--- config.mk ---
export PLATFORM = sky130hd
export DESIGN_NAME = dpot_twowire_slave
export DESIGN_NICKNAME = d
export VERILOG_FILES = /design/src/rtl/dpot_tw_pkg.sv /design/src/rtl/dpot_tw_lines.sv /design/src/rtl/dpot_tw_cond.sv /design/src/rtl/dpot_tw_ctrl.sv /design/src/rtl/dpot_twowire_slave.sv
export SDC_FILE = /design/constraint.sdc
export NUM_CORES = 1
export LEC_CHECK = 0
export ABC_AREA = 1
export BUFFER_PORTS_ARGS = -buffer_cell sky130_fd_sc_hd__buf_2
export CORE_UTILIZATION = 25
export CTS_CLUSTER_DIAMETER = 30
export DETAILED_ROUTE_END_ITERATION = 10
export GPL_TIMING_DRIVEN = 0
export MAX_ROUTING_LAYER = met4
export SETUP_SLACK_MARGIN = 0.5
export SYNTH_ARGS = -nofsm -noshare
export SYNTH_HDL_FRONTEND = slang
export SYNTH_SLANG_ARGS = --single-unit
--- constraint.sdc ---
create_clock -name clk -period 1.5 [get_ports clk]
set_input_delay 0.3 -clock clk [delete_from_list [all_inputs] [get_ports clk]]
set_output_delay 0.3 -clock clk [all_outputs]
set_load 0.01 [all_outputs]
--- src/rtl/dpot_tw_pkg.sv ---
package dpot_tw_pkg;
    localparam int          BYTE_W    = 8;
    localparam int          CNT_W     = $clog2(BYTE_W);
    localparam int          STRAP_W   = 2;
    localparam int          SYNC_LEN  = 2;
    localparam logic [3:0]  TYPE_CODE = 4'b0101;

    typedef enum logic [3:0] {
        ST_IDLE,
        ST_ADDR,
        ST_ACK_WAIT,
        ST_ACK,
        ST_WR,
        ST_RD,
        ST_MACK,
        ST_RD_NEXT,
        ST_HOLD
    } tw_state_e;

    typedef struct packed {
        tw_state_e          st;
        logic [CNT_W-1:0]   cnt;
        logic [BYTE_W-1:0]  sh;
        logic               oe;
        logic               rw;
        logic               rxv;
        logic               rdr;
        logic               endp;
    } tw_regs_t;
endpackage

--- src/rtl/dpot_tw_lines.sv ---
module dpot_tw_lines #(
    parameter int STAGES = 2,
    parameter int N      = 2
) (
    input  logic         clk,
    input  logic         rst_n,
    input  logic [N-1:0] raw_i,
    output logic [N-1:0] cur_o,
    output logic [N-1:0] prev_o
);
    for (genvar g = 0; g < N; g++) begin : g_line
        logic [STAGES:0] chain_d, chain_q;

        always_comb begin
            chain_d = {chain_q[STAGES-1:0], raw_i[g]};
        end

        always_ff @(posedge clk or negedge rst_n) begin
            if (!rst_n) chain_q <= '1;
            else        chain_q <= chain_d;
        end

        assign cur_o[g]  = chain_q[STAGES-1];
        assign prev_o[g] = chain_q[STAGES];
    end
endmodule

--- src/rtl/dpot_tw_cond.sv ---
module dpot_tw_cond (
    input  logic scl_cur,
    input  logic scl_prev,
    input  logic sda_cur,
    input  logic sda_prev,
    output logic scl_rise,
    output logic scl_fall,
    output logic start_c,
    output logic stop_c
);
    always_comb begin
        scl_rise = scl_cur & ~scl_prev;
        scl_fall = ~scl_cur & scl_prev;
        start_c  = scl_cur & scl_prev & sda_prev & ~sda_cur;
        stop_c   = scl_cur & scl_prev & ~sda_prev & sda_cur;
    end
endmodule

--- src/rtl/dpot_tw_ctrl.sv ---
module dpot_tw_ctrl
    import dpot_tw_pkg::*;
(
    input  logic               clk,
    input  logic               rst_n,
    input  logic               scl_rise,
    input  logic               scl_fall,
    input  logic               start_c,
    input  logic               stop_c,
    input  logic               sda_s,
    input  logic [STRAP_W-1:0] dev_addr_i,
    input  logic               nv_busy_i,
    input  logic [BYTE_W-1:0]  rd_data_i,
    output logic               sda_oe_o,
    output logic               rx_valid_o,
    output logic [BYTE_W-1:0]  rx_data_o,
    output logic               rd_req_o,
    output logic               rd_mode_o,
    output logic               txn_end_o
);
    localparam logic [CNT_W-1:0] LAST = CNT_W'(BYTE_W - 1);

    tw_regs_t q, d;
    logic [BYTE_W-1:0] shin;
    logic              addr_hit;

    always_comb begin
        shin     = {q.sh[BYTE_W-2:0], sda_s};
        addr_hit = (shin[7:4] == TYPE_CODE) && !shin[3] &&
                   (shin[2:1] == dev_addr_i) && !nv_busy_i;

        d      = q;
        d.rxv  = 1'b0;
        d.rdr  = 1'b0;
        d.endp = 1'b0;

        if (start_c) begin
            d.st  = ST_ADDR;
            d.cnt = '0;
            d.oe  = 1'b0;
            d.rw  = 1'b0;
        end else if (stop_c) begin
            d.endp = (q.st != ST_IDLE);
            d.st   = ST_IDLE;
            d.oe   = 1'b0;
        end else begin
            unique case (q.st)
                ST_ADDR: if (scl_rise) begin
                    d.sh = shin;
                    if (q.cnt == LAST) begin
                        d.cnt = '0;
                        if (addr_hit) begin
                            d.rw = shin[0];
                            d.st = ST_ACK_WAIT;
                        end else begin
                            d.st = ST_IDLE;
                        end
                    end else begin
                        d.cnt = q.cnt + 1'b1;
                    end
                end
                ST_ACK_WAIT: if (scl_fall) begin
                    d.oe = 1'b1;
                    d.st = ST_ACK;
                end
                ST_ACK, ST_RD_NEXT: if (scl_fall) begin
                    d.cnt = '0;
                    if (q.rw) begin
                        d.sh  = rd_data_i;
                        d.oe  = ~rd_data_i[BYTE_W-1];
                        d.rdr = 1'b1;
                        d.st  = ST_RD;
                    end else begin
                        d.oe = 1'b0;
                        d.st = ST_WR;
                    end
                end
                ST_WR: if (scl_rise) begin
                    d.sh = shin;
                    if (q.cnt == LAST) begin
                        d.cnt = '0;
                        d.rxv = 1'b1;
                        d.st  = ST_ACK_WAIT;
                    end else begin
                        d.cnt = q.cnt + 1'b1;
                    end
                end
                ST_RD: if (scl_fall) begin
                    if (q.cnt == LAST) begin
                        d.oe = 1'b0;
                        d.st = ST_MACK;
                    end else begin
                        d.sh  = {q.sh[BYTE_W-2:0], 1'b0};
                        d.oe  = ~q.sh[BYTE_W-2];
                        d.cnt = q.cnt + 1'b1;
                    end
                end
                ST_MACK: if (scl_rise) begin
                    d.st = sda_s ? ST_HOLD : ST_RD_NEXT;
                end
                default: ;
            endcase
        end
    end

    always_ff @(posedge clk or negedge rst_n) begin
        if (!rst_n) begin
            q    <= '0;
            q.st <= ST_IDLE;
        end else begin
            q <= d;
        end
    end

    assign sda_oe_o   = q.oe;
    assign rx_valid_o = q.rxv;
    assign rx_data_o  = q.sh;
    assign rd_req_o   = q.rdr;
    assign rd_mode_o  = q.rw;
    assign txn_end_o  = q.endp;
endmodule

--- src/rtl/dpot_twowire_slave.sv ---
module dpot_twowire_slave
    import dpot_tw_pkg::*;
(
    input  logic               clk,
    input  logic               rst_n,
    input  logic               scl_i,
    input  logic               sda_i,
    input  logic [STRAP_W-1:0] dev_addr_i,
    input  logic               nv_busy_i,
    input  logic [BYTE_W-1:0]  rd_data_i,
    output logic               sda_oe_o,
    output logic               rx_valid_o,
    output logic [BYTE_W-1:0]  rx_data_o,
    output logic               rd_req_o,
    output logic               rd_mode_o,
    output logic               txn_end_o
);
    logic [1:0] line_cur, line_prev;
    logic       scl_s, scl_rise, scl_fall, start_c, stop_c;

    dpot_tw_lines #(.STAGES(SYNC_LEN), .N(2)) u_lines (
        .clk    (clk),
        .rst_n  (rst_n),
        .raw_i  ({scl_i, sda_i}),
        .cur_o  (line_cur),
        .prev_o (line_prev)
    );

    assign scl_s = line_cur[1];

    dpot_tw_cond u_cond (
        .scl_cur  (line_cur[1]),
        .scl_prev (line_prev[1]),
        .sda_cur  (line_cur[0]),
        .sda_prev (line_prev[0]),
        .scl_rise (scl_rise),
        .scl_fall (scl_fall),
        .start_c  (start_c),
        .stop_c   (stop_c)
    );

    dpot_tw_ctrl u_ctrl (
        .clk        (clk),
        .rst_n      (rst_n),
        .scl_rise   (scl_rise),
        .scl_fall   (scl_fall),
        .start_c    (start_c),
        .stop_c     (stop_c),
        .sda_s      (line_cur[0]),
        .dev_addr_i (dev_addr_i),
        .nv_busy_i  (nv_busy_i),
        .rd_data_i  (rd_data_i),
        .sda_oe_o   (sda_oe_o),
        .rx_valid_o (rx_valid_o),
        .rx_data_o  (rx_data_o),
        .rd_req_o   (rd_req_o),
        .rd_mode_o  (rd_mode_o),
        .txn_end_o  (txn_end_o)
    );
endmodule

==> qor.yml <==
setup_path:
  worst_setup_path_start_kind: "flip-flop"
  setup.worst_path.end_class: "flip-flop"
  crit_family: "simple AND/OR/NAND/NOR gates"
  critical_path.max_fanout: 5
  crit_chain: "ha_4 -> ha_4 -> nand3_2 -> nand3_2 -> nor2_4 -> nand2_4 -> buf_8 -> nand2_2 -> nand2_1"
  cp.buffers_inverters: 1
  endpoint_arrival_time_on_the_critical_path_ns: 1.73
  critical_path.slowest_cell: "dfrtp_1"
  crit_type: "reg2reg"
  cpPeakStageDelay_ns: 0.42
  worst-endpoint-required_ns: 1.67
die:
  overall_die_width_um: 82.2
  rows: 28
  floorplan.die.height_um: 82.2
  top_level_ports: 28
  die_area_um2: 6760
  start_util_pct: 26.5
  fp.coreArea_um2: 6060
drt:
  drtIter0Drc: 57
  detail_route.first_pass.iterations: 4
  drt.antenna.violating_nets: 0
  routed_wire_length_per_instance_um: 11.8
  drc_errors: 0
  num_vias: 1651
  detail_route.vias_per_cell: 4.61
  routed_wl_mm: 4.22
grt:
  grtUsageTotal_pct: 13.9
  grt_overflow: 0
  pin_count_of_the_biggest_net_entering_global_routing: 27
  global_route_wire_length_before_repair_mm: 6.98
  grt_antenna_before_repair: 0
  grt_pass1_vias: 1576
yosys:
  synth_largest_area_cell: "dfrtp_1"
  synth_largest_type_area_fraction_pct: 31.1
  post_synth_num_cell_types: 24
  synth_xor_area_share_pct: 0
  ranking_of_synthesized_cells_by_area: "dfrtp_1, nand2_1, dfstp_2, nand3_1, inv_1"
  synth.yosys.seq_area_share_pct: 40.9
  post_synth.cell_area_avg_um2: 7.28
  synth_top_cells_by_count: "nand2_1, nand3_1, dfrtp_1"
  synthesis.area_um2: 1610
  synth-edff-count: 0
  syn_nets: 238
  synthesis.instances: 221
  ys_seq_elements: 26
  synth_top_family_by_area: "simple AND/OR/NAND/NOR gates"
  muxShareOfSynthArea_pct: 0
  synth.most_common_cell: "nand2_1"
  synth_top_flop_cell: "dfrtp_1"
  synth_simple_gate_area_share_pct: 38.4
  postSynth.asyncResetShare_pct: 100
  compound_gate_fraction_of_synth_area_pct: 8.95
  yosys_warnings: 0
  synth_adder_area_share_pct: 1.56
sta:
  timing.max_slew.rel_slack_pct: 60.1
  fmax_mhz: 640
  setup_ws_ns: -0.0623
  finalSetupTns_ns: -0.407
  min_period_over_period_pct: 104
  finalHoldViolations: 0
  timing.clock.skew_ns: 0.00840
  tightestPinTransition_ns: 0.599
  number_of_setup_violations_in_the_final_report: 11
  timing.final.max_slew_violations: 0
  hold-worst-slack_ns: 0.0182
  period_minus_slack_ns: 1.56
  grt_setup_unrepaired: "yes"
run_status:
  run_status: "finished, violations left"
  failed_checks: "negative setup slack"
final_layout:
  final_design_area_no_fill_um2: 2440
  final_core_utilization_pct: 40.2
  final_net_count: 301
  n_antenna_cell: 0
  drive_above_1_share_pct: 49.1
  area_growth_pct: 51.7
clocking:
  cts_tree: "yes"
  clock_path_buffers: 2
  htree_num_levels: 1
  worstSkewPairLatency_ns: 0.28
  cts.root.buffer_cell: "clkbuf_8"
  cts_inserted_buffers: 3
  worst_path_clk_slew_ns: 0.09
  cts_sinks: 26
  cts.hold.buffers_added: 0
power_and_ir_drop:
  peakVddDrop_mv: 0.708
  power_density_nw_per_um2: 1430
  report.power.total_mw: 3.48
  p_leak_nw: 1.26
min_path:
  hp-class: "in2async"
placement:
  gpl.final_weighted_congestion: 0.930
  port_buffers: 27
  post_dp_cell_area_um2: 1930
  hpwl_reported_at_the_end_of_detailed_placement_mm: 2.88
flow_run:
  max_cap_violations: 0
## through the flow
| step | worst slack, ns | instances |
|---|---|---|
| finish | -0.0623 | 358 |
| global route | -0.143 | 358 |
| CTS | -0.0216 | 346 |
| detailed placement | -0.125 | 323 |
| global placement | -0.119 | 323 |
| floorplan | 0.0126 | 221 |
## cell usage in the layout, fill, tap and decap left out, types with 2 or more instances in the layout
| cell | instances |
|---|---|
| nand2_2 | 16 |
| buf_6 | 20 |
| nand2_4 | 7 |
| dfrtp_1 | 17 |
| inv_1 | 14 |
| nand3b_1 | 3 |
| inv_4 | 3 |
| nand3_1 | 19 |
| o21ai_2 | 6 |
| buf_4 | 26 |
| buf_2 | 19 |
| clkbuf_8 | 3 |
| nor3_1 | 2 |
| a21oi_1 | 3 |
| nand3_2 | 3 |
| nor2_1 | 12 |
| nor2_2 | 4 |
| inv_2 | 6 |
| nand3_4 | 2 |
| ha_4 | 2 |
| dfstp_2 | 6 |
| o21ai_0 | 10 |
| dfrtp_2 | 3 |
| nor2_4 | 7 |
| nand2_1 | 60 |
## worst paths after layout
| path | startpoint | cells after the start | slack, ns | endpoint |
|---|---|---|---|---|
| max reg2reg | u_ctrl.q[14]$_DFFE_PN0P_ | 9 | -0.06 | u_ctrl.rx_data_o[4]$_DFFE_PN0P_ |
| min reg2reg | u_lines.g_line[1].chain_q[0]$_DFF_PN1_ | 0 | 0.36 | u_lines.g_line[1].chain_q[1]$_DFF_PN1_ |
| max | u_ctrl.q[14]$_DFFE_PN0P_ | 9 | -0.06 | u_ctrl.rx_data_o[4]$_DFFE_PN0P_ |
| min | rst_n | 1 | 0.02 | u_ctrl.q[17]$_DFFE_PN0P_ |
| max in group asynchronous | rst_n | 1 | 1.05 | u_ctrl.q[19]$_DFFE_PN0P_ |
| min in group clk | sda_i | 1 | 0.12 | u_lines.g_line[0].chain_q[0]$_DFF_PN1_ |
## cell families after synthesis
kind of cell               Yosys count
and+or+nand+nor                    138
DFF                                 26
adders and majority gates            2
AOI/OAI and AO/OA                   22
buffers and inverters               33
## state kept, by name (all words and copies together), names as in the netlist
signal and count:
u_lines.g_line.chain_q 6, u_ctrl.sda_oe_o 1, u_ctrl.rd_mode_o 1, u_ctrl.rx_data_o 8, u_ctrl.rd_req_o 1, u_ctrl.txn_end_o 1
u_ctrl.rx_valid_o 1, u_ctrl.q 7
## power breakdown
group / internal, mW / switching [mW]
Sequential: 0.878 / 0.182
Combinational: 1.05 / 0.946
Clock: 0.191 / 0.227
## metal layers
| metal | vias to the layer above | routed length [µm] | part of all wire (%) | track usage, % |
|---|---|---|---|---|
| li1 | 820 | - | - | - |
| met1 | 794 | 1920 | 45 | 17.0 |
| met2 | 35 | 2080 | 49 | 23.6 |
| met3 | 2 | 192 | 4.6 | 2.42 |
| met4 | 0 | 25 | 0.59 | 3.68 |
| met5 | - | 0 | 0 | - |
## timing repair
action | in CTS | in global routing
setup buffers | 18 | 12
cloned | 1 | 0
endpoints found under the setup margin | 33 | 33
pin swaps | 10 | 15
resized for setup | 34 | 22
## area by class of cell
cell class	count	area, µm²
Fill cell	621	3620
Multi-Input combinational cell	162	966
Sequential cell	26	662
Timing Repair Buffer	58	462
Buffer	10	116
Inverter	23	93.8
Tap cell	75	93.8
Clock buffer	4	45.0
Power figures use the tool's default switching activity.
